<file path="config.mk">
export PLATFORM = sky130hd
export DESIGN_NAME = rhps_top
export DESIGN_NICKNAME = d
export VERILOG_FILES = /design/src/rtl/rhps_pkg.sv /design/src/rtl/rhps_port_cell.sv /design/src/rtl/rhps_cancel_unit.sv /design/src/rtl/rhps_irq_merge.sv /design/src/rtl/rhps_top.sv
export SDC_FILE = /design/constraint.sdc
export NUM_CORES = 1
export LEC_CHECK = 0
export CELL_PAD_IN_SITES_DETAIL_PLACEMENT = 1
export CELL_PAD_IN_SITES_GLOBAL_PLACEMENT = 1
export CORE_MARGIN = 5
export CORE_UTILIZATION = 30
export CTS_BUF_LIST = sky130_fd_sc_hd__clkbuf_8
export DETAILED_ROUTE_END_ITERATION = 6
export PLACE_DENSITY_LB_ADDON = 0.1
export SYNTH_ARGS = -nofsm -noshare
export SYNTH_HDL_FRONTEND = slang
export SYNTH_SLANG_ARGS = --single-unit
</file>
<file path="constraint.sdc">
create_clock -name clk -period 3.2 [get_ports clk]
set_input_delay 0.64 -clock clk [delete_from_list [all_inputs] [get_ports clk]]
set_output_delay 0.64 -clock clk [all_outputs]
set_load 0.02 [all_outputs]
</file>
<file path="src/rtl/rhps_pkg.sv">
package rhps_pkg;

  typedef enum logic [1:0] {
    FS_RESET   = 2'b00,
    FS_RESUME  = 2'b01,
    FS_OPER    = 2'b10,
    FS_SUSPEND = 2'b11
  } fstate_e;

  // Packed MSB first: bit3 susp_chg, bit2 conn_chg, bit1 suspended, bit0 connected
  typedef struct packed {
    logic susp_chg;
    logic conn_chg;
    logic suspended;
    logic connected;
  } pstat_t;

  localparam int PSTAT_W = 4;

endpackage

</file>
<file path="src/rtl/rhps_port_cell.sv">
module rhps_port_cell
  import rhps_pkg::*;
(
  input  logic       clk,
  input  logic       rst_n,
  input  logic       clr_i,
  input  logic       ev_attach_i,
  input  logic       ev_detach_i,
  input  logic       ev_wake_i,
  input  logic       ev_susp_i,
  input  logic [1:0] fs_in_i,
  output logic [1:0] fs_out_o,
  output pstat_t     stat_o,
  output logic       rhsc_req_o,
  output logic       rd_req_o
);

  pstat_t cur_q, base, nxt;
  logic   ad_chg, wake_rhsc;

  always_comb begin
    base = cur_q;
    if (ev_susp_i && cur_q.connected) base.suspended = 1'b1;
    nxt = base;
    if (ev_attach_i) begin
      nxt.connected = 1'b1;
      nxt.conn_chg  = 1'b1;
    end
    if (ev_detach_i && nxt.connected) begin
      nxt.connected = 1'b0;
      nxt.conn_chg  = 1'b1;
    end
    ad_chg    = (nxt != base);
    wake_rhsc = 1'b0;
    rd_req_o  = 1'b0;
    fs_out_o  = fs_in_i;
    if (ev_wake_i) begin
      if (nxt.suspended) begin
        nxt.susp_chg  = 1'b1;
        nxt.suspended = 1'b0;
        wake_rhsc     = 1'b1;
      end
      if (fs_in_i == FS_SUSPEND) begin
        fs_out_o  = FS_RESUME;
        rd_req_o  = 1'b1;
        wake_rhsc = 1'b0;
      end
    end
    rhsc_req_o = ad_chg | wake_rhsc;
    if (clr_i) begin
      nxt        = '0;
      rhsc_req_o = 1'b0;
      rd_req_o   = 1'b0;
      fs_out_o   = fs_in_i;
    end
  end

  always_ff @(posedge clk or negedge rst_n) begin
    if (!rst_n) cur_q <= '0;
    else        cur_q <= nxt;
  end

  assign stat_o = cur_q;

  assert_attach_sets_R1: assert property (@(posedge clk) disable iff (!rst_n)
    (ev_attach_i && !ev_detach_i && !clr_i) |=> (stat_o.connected && stat_o.conn_chg));

  assert_detach_clears_R3: assert property (@(posedge clk) disable iff (!rst_n)
    (ev_detach_i && !ev_attach_i && !clr_i) |=> !stat_o.connected);

  assert_wake_resumes_port_R5: assert property (@(posedge clk) disable iff (!rst_n)
    (ev_wake_i && !clr_i && stat_o.suspended) |=> (stat_o.susp_chg && !stat_o.suspended));

  assert_susp_needs_conn_R9: assert property (@(posedge clk) disable iff (!rst_n)
    (ev_susp_i && !ev_wake_i && !clr_i && !stat_o.connected && !ev_attach_i) |=> !stat_o.suspended);

endmodule

</file>
<file path="src/rtl/rhps_cancel_unit.sv">
module rhps_cancel_unit #(
  parameter int PORTS = 3,
  localparam int IDXW = (PORTS > 1) ? $clog2(PORTS) : 1
) (
  input  logic             clk,
  input  logic             rst_n,
  input  logic             clr_i,
  input  logic [PORTS-1:0] detach_i,
  input  logic             pending_i,
  input  logic [IDXW-1:0]  owner_i,
  output logic             cancel_o,
  output logic [IDXW-1:0]  cancel_port_o
);

  logic hit;

  always_comb begin
    hit = 1'b0;
    for (int p = 0; p < PORTS; p++) begin
      if (detach_i[p] && owner_i == IDXW'(p)) hit = 1'b1;
    end
  end

  always_ff @(posedge clk or negedge rst_n) begin
    if (!rst_n) begin
      cancel_o      <= 1'b0;
      cancel_port_o <= '0;
    end else begin
      cancel_o      <= hit && pending_i && !clr_i;
      cancel_port_o <= owner_i;
    end
  end

  assert_cancel_cause_R4: assert property (@(posedge clk) disable iff (!rst_n)
    cancel_o |-> $past(pending_i && (detach_i != '0)));

endmodule

</file>
<file path="src/rtl/rhps_irq_merge.sv">
module rhps_irq_merge
  import rhps_pkg::*;
#(
  parameter int PORTS = 3
) (
  input  logic             clk,
  input  logic             rst_n,
  input  logic             clr_i,
  input  logic [PORTS-1:0] rhsc_vec_i,
  input  logic [PORTS-1:0] rd_vec_i,
  input  logic [1:0]       fs_end_i,
  input  logic [PORTS-1:0] present_i,
  output logic             rhsc_irq_o,
  output logic             resume_irq_o,
  output logic             fs_wr_o,
  output logic [1:0]       fs_wr_val_o,
  output logic [PORTS-1:0] port_reset_o
);

  always_ff @(posedge clk or negedge rst_n) begin
    if (!rst_n) begin
      rhsc_irq_o   <= 1'b0;
      resume_irq_o <= 1'b0;
      fs_wr_o      <= 1'b0;
      fs_wr_val_o  <= FS_RESET;
      port_reset_o <= '0;
    end else begin
      rhsc_irq_o   <= |rhsc_vec_i;
      resume_irq_o <= |rd_vec_i;
      fs_wr_o      <= |rd_vec_i;
      fs_wr_val_o  <= fs_end_i;
      port_reset_o <= clr_i ? present_i : '0;
    end
  end

  assert_fs_write_value_R6: assert property (@(posedge clk) disable iff (!rst_n)
    fs_wr_o |-> (fs_wr_val_o == FS_RESUME));

  assert_port_reset_cause_R8: assert property (@(posedge clk) disable iff (!rst_n)
    (port_reset_o != '0) |-> $past(clr_i));

endmodule

</file>
<file path="src/rtl/rhps_top.sv">
module rhps_top
  import rhps_pkg::*;
#(
  parameter int PORTS = 3,
  localparam int IDXW = (PORTS > 1) ? $clog2(PORTS) : 1
) (
  input  logic                     clk,
  input  logic                     rst_n,
  input  logic                     ctrl_reset_i,
  input  logic [1:0]               fs_i,
  input  logic [PORTS-1:0]         attach_i,
  input  logic [PORTS-1:0]         detach_i,
  input  logic [PORTS-1:0]         wakeup_i,
  input  logic [PORTS-1:0]         suspend_cmd_i,
  input  logic [PORTS-1:0]         dev_present_i,
  input  logic                     xfer_pending_i,
  input  logic [IDXW-1:0]          xfer_owner_i,
  output logic [PORTS*PSTAT_W-1:0] port_stat_o,
  output logic                     rhsc_irq_o,
  output logic                     resume_irq_o,
  output logic                     fs_wr_o,
  output logic [1:0]               fs_wr_val_o,
  output logic                     cancel_o,
  output logic [IDXW-1:0]          cancel_port_o,
  output logic [PORTS-1:0]         port_reset_o
);

  logic [1:0]       fs_chain [PORTS+1];
  logic [PORTS-1:0] rhsc_vec, rd_vec;

  assign fs_chain[0] = fs_i;

  for (genvar p = 0; p < PORTS; p++) begin : g_port
    pstat_t st;
    rhps_port_cell u_cell (
      .clk         (clk),
      .rst_n       (rst_n),
      .clr_i       (ctrl_reset_i),
      .ev_attach_i (attach_i[p]),
      .ev_detach_i (detach_i[p]),
      .ev_wake_i   (wakeup_i[p]),
      .ev_susp_i   (suspend_cmd_i[p]),
      .fs_in_i     (fs_chain[p]),
      .fs_out_o    (fs_chain[p+1]),
      .stat_o      (st),
      .rhsc_req_o  (rhsc_vec[p]),
      .rd_req_o    (rd_vec[p])
    );
    assign port_stat_o[p*PSTAT_W +: PSTAT_W] = st;
  end

  rhps_cancel_unit #(.PORTS(PORTS)) u_cancel (
    .clk           (clk),
    .rst_n         (rst_n),
    .clr_i         (ctrl_reset_i),
    .detach_i      (detach_i),
    .pending_i     (xfer_pending_i),
    .owner_i       (xfer_owner_i),
    .cancel_o      (cancel_o),
    .cancel_port_o (cancel_port_o)
  );

  rhps_irq_merge #(.PORTS(PORTS)) u_irq (
    .clk          (clk),
    .rst_n        (rst_n),
    .clr_i        (ctrl_reset_i),
    .rhsc_vec_i   (rhsc_vec),
    .rd_vec_i     (rd_vec),
    .fs_end_i     (fs_chain[PORTS]),
    .present_i    (dev_present_i),
    .rhsc_irq_o   (rhsc_irq_o),
    .resume_irq_o (resume_irq_o),
    .fs_wr_o      (fs_wr_o),
    .fs_wr_val_o  (fs_wr_val_o),
    .port_reset_o (port_reset_o)
  );

  assert_reset_clears_R8: assert property (@(posedge clk) disable iff (!rst_n)
    ctrl_reset_i |=> (port_stat_o == '0));

  assert_resume_needs_susp_R6: assert property (@(posedge clk) disable iff (!rst_n)
    resume_irq_o |-> ($past(fs_i) == FS_SUSPEND));

  assert_rhsc_has_event_R2: assert property (@(posedge clk) disable iff (!rst_n)
    rhsc_irq_o |-> $past((attach_i | detach_i | wakeup_i) != '0));

endmodule

</file>
**Yosys cells after proc, flatten, opt, wreduce, memory -nomap -nowiden**

Cells that the tools add are included.

- Flip-flop bits (word level): 22
- Bits in latches: 0
- Memory bits (writable): 0
- Memory bits (read-only): 0
- Input port bits: 23
- Word-level logic and storage cells: 114
- Memories kept: 0

- Add/sub/neg operators: 0
- $mul: 0
- Div/mod/pow operators: 0
- Magnitude comparators: 0
- Eq/ne operators: 8
- Shift-type cells: 0
- Multiplexer cells: 61
- Bitwise operators: 3
- Reduce and logical (&&, ||, !) cells: 24

Operators with widths:

| operator | number |
|---|---|
| $mux 1 | 48 |
| $mux 2 | 9 |
| $mux 4 | 3 |
| $reduce_bool 2->1 | 6 |
| $logic_and 1x1->1 | 11 |
| $eq 2x2->1 const B | 4 |
| $ne 2x2->1 | 3 |
| $reduce_and 2->1 | 3 |
| $reduce_or 3->1 | 2 |
| $mux 3 | 1 |
| $or 1x1->1 | 3 |
| $eq 2x1->1 const B | 1 |
| $logic_not 2->1 | 1 |
| $logic_not 1->1 | 1 |

**Logic depth before layout (Yosys ltp)**

- Word-level depth: 14
- Depth in mapped cells: 4
- Mapped depth without buffers: 4

**Cells and area by module**

A second synthesis with hierarchy kept.

- Cell total of the unflattened synthesis: 83
- Area total of the unflattened synthesis: 902.1 µm²

By module, submodules not included:

| module | instances | cells each | area an instance (µm²) |
|---|---|---|---|
| rhps_port_cell | 3 | 21 | 193.9 |
| rhps_irq_merge | 1 | 13 | 214.0 |
| rhps_cancel_unit | 1 | 7 | 106.4 |

**Worst setup path before layout**

Ideal clock, no wire load.

- Kind: in2reg
- From: input detach_i[2]
- To: register u_irq.rhsc_irq_o
- Setup time: 0.130 ns
- Arrival: 1.165 ns
- Required time: 3.070 ns
- Path slack: 1.905 ns
- Stages on the path: 3
- Path buffers: 0
- Cell sequence: a222oi_1 -> and3_1 -> a31oi_1

- Word-level cells in the longest chain between the ends: 6
- Elaborated cells on any way between the ends: 7

Ends and longest elaborated chain:

| what | line | text |
|---|---|---|
| start, declared | rhps_top.sv:12 | `input logic [PORTS-1:0] detach_i,` |
| $logic_and 1x1->1 * | rhps_port_cell.sv:29 | `if (ev_detach_i && nxt.connected) begin` |
| $mux 1 | rhps_port_cell.sv:29 |  |
| $ne 2x2->1 * | rhps_port_cell.sv:33 | `ad_chg = (nxt != base);` |
| $or 1x1->1 * | rhps_port_cell.sv:49 | `rhsc_req_o = ad_chg \| wake_rhsc;` |
| $mux 1 * | rhps_port_cell.sv:50 | `if (clr_i) begin` |
| $reduce_or 3->1 * | rhps_irq_merge.sv:28 | `rhsc_irq_o <= \|rhsc_vec_i;` |
| end signal, assigned | rhps_irq_merge.sv:28 |  |
| end, declared | rhps_irq_merge.sv:13 | `output logic rhsc_irq_o,` |

Mark *: on every way between the ends. The rest lies on a longest branch, timed or not.
A chain may end at the register's enable or synchronous reset.

**Worst setup path in the final report**

- From: register g_port[2].u_cell.cur_q (netlist bit g_port[2].u_cell.stat_o[0])
- To: output port_stat_o[8]

RTL lines:

| what | line | text |
|---|---|---|
| start, declared | rhps_port_cell.sv:18 | `pstat_t cur_q, base, nxt;` |
| start signal, assigned | rhps_port_cell.sv:60 | `else cur_q <= nxt;` |
| end, declared | rhps_top.sv:18 | `output logic [PORTS*PSTAT_W-1:0] port_stat_o,` |

No word-level cell between the ends.

==> reports/metrics.csv <==
metric,value,unit
ANT nets after route,0,
Final Setup Violations,0,
Nets,144,
CP arrival,1.35,ns
post-DR wirelength/cell,15.0,um
mapped cell area,845,um2
Fin Clk Skew,0.00591,ns
Syn Inst Count,75,
Total Neg Setup Slack,0,ns
WHS,0.508,ns
"Seq/Total Area, Yosys",0.652,
DRT Pass-1 Iters,4,
Peak VDD IR,0.000245,V
syn nets,98,
GRT Total Usage,0.118,
status,"finished, final reports clean",
min cycle time layout,1.99,ns
max-cap viol count,0,
CTS tree,done,
Die Width,63.1,um
crit-path cells,clkdlybuf4s50_1,
synthesis-stage register bit count,22,
final hold violation count,0,
initial antenna violation count,0,
area grow syn2layout,63.9,%
Main synth FF type,dfrtp_1,
DP Wirelength,1720,um
area of the multi-input gates,273,um2
Setup CP Type,register to primary output,
buffer count from post-CTS setup fixing,0,
critical path launch point type,register,
flop2flop setup slack,2.03,ns
"Distinct cells, synth",23,
initial cell density of the core,0.309,
Hold Crit Depth,2,
max incr delay on CP,0.64,ns
"Clk Latency, worst-skew pair",0.26,ns
total CTS buffers,3,
Crit path required time,2.56,ns
"FFs w/ async S/R, synth",1.00,
actual transition at the worst max-transition pin,0.965,ns
hold_sp,g_port[1].u_cell.stat_o[3],
Syn. warnings,0,
Min-Delay Path Class,register to register,
Inserted Diodes,0,
Reg area,551,um2
Min-Delay Endpoint,g_port[1].u_cell.stat_o[3],
Post-synth EDFFs,0,
RSZ-0062 raised after global routing,no,
cell count of the worst reg-to-reg path,3,
fin. max-slew vios,0,
standard-cell rows,19,
"CTS clk-pin slew, worst paths",0.08,ns
worst slew margin relative to its limit,0.354,
Port Buf Inserts,45,
Core Footprint,2730,um2
CTS root buffer,clkbuf_8,
worst r2r dst,u_irq.rhsc_irq_o,
"Largest delay share family, worst path",buffers and inverters,
vias in the first global route,859,
Iter 0 DRT Violations,12,
cts repair resizes,0,
die height,63.1,um
IO Count,46,
final global-route overflow total,0,
crit path max fanout,6,
CTS sink cnt,22,
layout cell share with drive strength beyond 1,0.0500,
Die Area,3980,um2
clk buf depth,2,
RePlAce Congestion,0.646,
fill count,304,
routed vias,750,
Routed WL,2260,um
first-pass GRT wire length,3930,um
DRC viols,0,
worst r2r src,g_port[2].u_cell.stat_o[0],
PwrDens,480,nW/um2
Syn Area/Cell,11.3,um2
Vias per Instance,4.97,
"Slowest-stage cell, CP",clkdlybuf4s50_1,
Max H-tree Level,1,
P_leak,0.000580,uW
period utilization,0.622,
Worst Path Buf+Inv,1,
largest net degree at the start of global routing,23,
fmax,502,MHz
CTS Hold Buffers Added,0,
critical path capture point type,primary output,
## cell usage after synthesis (all sizes together) (2+ instances only)
cell    count  area, um2
o21ai       3       15.0
a211oi      3       22.5
nor2b       3       21.3
nor2       13       48.8
a22oi       2       15.0
o22ai       2       12.5
and2        3       18.8
a21oi       3       18.8
nor3        8       40.0
buf         3       17.5
dfrtp      22        551
nand2       3       11.3
## cells by family (layout without fill, tap and decap cells)
family,after synthesis,count (layout),share of synthesized area
simple gates,32,32,0.184
flops,22,22,0.652
compound gates,16,16,0.127
buf+inv,4,49,0.0252
mux,1,1,0.0119
## per-layer routing
layer  track usage  vias to the layer above  wire length [um]
li1              -                      351                 -
met1         0.141                      368               987
met2         0.203                       28              1100
met3        0.0373                        3               152
met4        0.0318                        0                17
met5             0                        -                 0
## state kept, by name, indices dropped and copies added, names as in the netlist
register and flops:
g_port.u_cell.stat_o 12, u_cancel.cancel_o 1, u_cancel.cancel_port_o 2, u_irq.fs_wr_val_o 2, u_irq.port_reset_o 3, u_irq.resume_irq_o 1, u_irq.rhsc_irq_o 1
## power by group
group	leakage [uW]	total (uW)	internal (uW)	switching [uW]
Clock	0.0000357	257	167	90.0
Combinational	0.000259	108	58.0	50.4
Sequential	0.000285	299	291	8.00
## final cells by class
class	count	share of cell area
flip-flops and latches	22	0.398
clock buffers	3	0.0298
multi-input cells	49	0.197
well taps	31	0.0280
clock inverters	1	0.0217
repair buffers	45	0.325
## per-stage QoR
| stage | utilization | cells | instance area (um2) | setup WS, ns | power (uW) |
|---|---|---|---|---|---|
| 2_1_floorplan | - | 75 | 845 | 1.91 | 344 |
| 3_3_place_gp | 0.480 | 147 | 1310 | 1.29 | 412 |
| 3_5_place_dp | 0.480 | 147 | 1310 | 1.24 | 415 |
| 4_1_cts | 0.506 | 151 | 1380 | 1.19 | 674 |
| 5_1_grt | 0.506 | 151 | 1380 | 1.11 | 697 |
| 6_report | 0.506 | 151 | 1380 | 1.21 | 664 |
## layout by cell type, fill, tap and decap left out, drive strengths merged, types with 2 or more instances in the layout
cell type / count
nand2: 3
nor2b: 3
and2: 3
a21oi: 3
nor3: 8
a211oi: 3
o22ai: 2
o21ai: 3
a22oi: 2
clkbuf: 3
nor2: 13
dfrtp: 22
clkdlybuf4s50: 45
## how the worst max path moves through the flow
stage / from / cells after the start / slack [ns] / end
after detailed placement: ctrl_reset_i / 3 / 1.24 / u_irq.fs_wr_val_o[1]
after floorplan: detach_i[2] / 3 / 1.91 / u_irq.rhsc_irq_o
after CTS: g_port[2].u_cell.stat_o[0] / 1 / 1.19 / port_stat_o[8]
after global placement: rst_n / 1 / 1.29 / g_port[1].u_cell.stat_o[3]
after global routing: g_port[2].u_cell.stat_o[0] / 1 / 1.11 / port_stat_o[8]
final: g_port[2].u_cell.stat_o[0] / 1 / 1.21 / port_stat_o[8]
No activity file was read; power rests on OpenSTA's default activity.
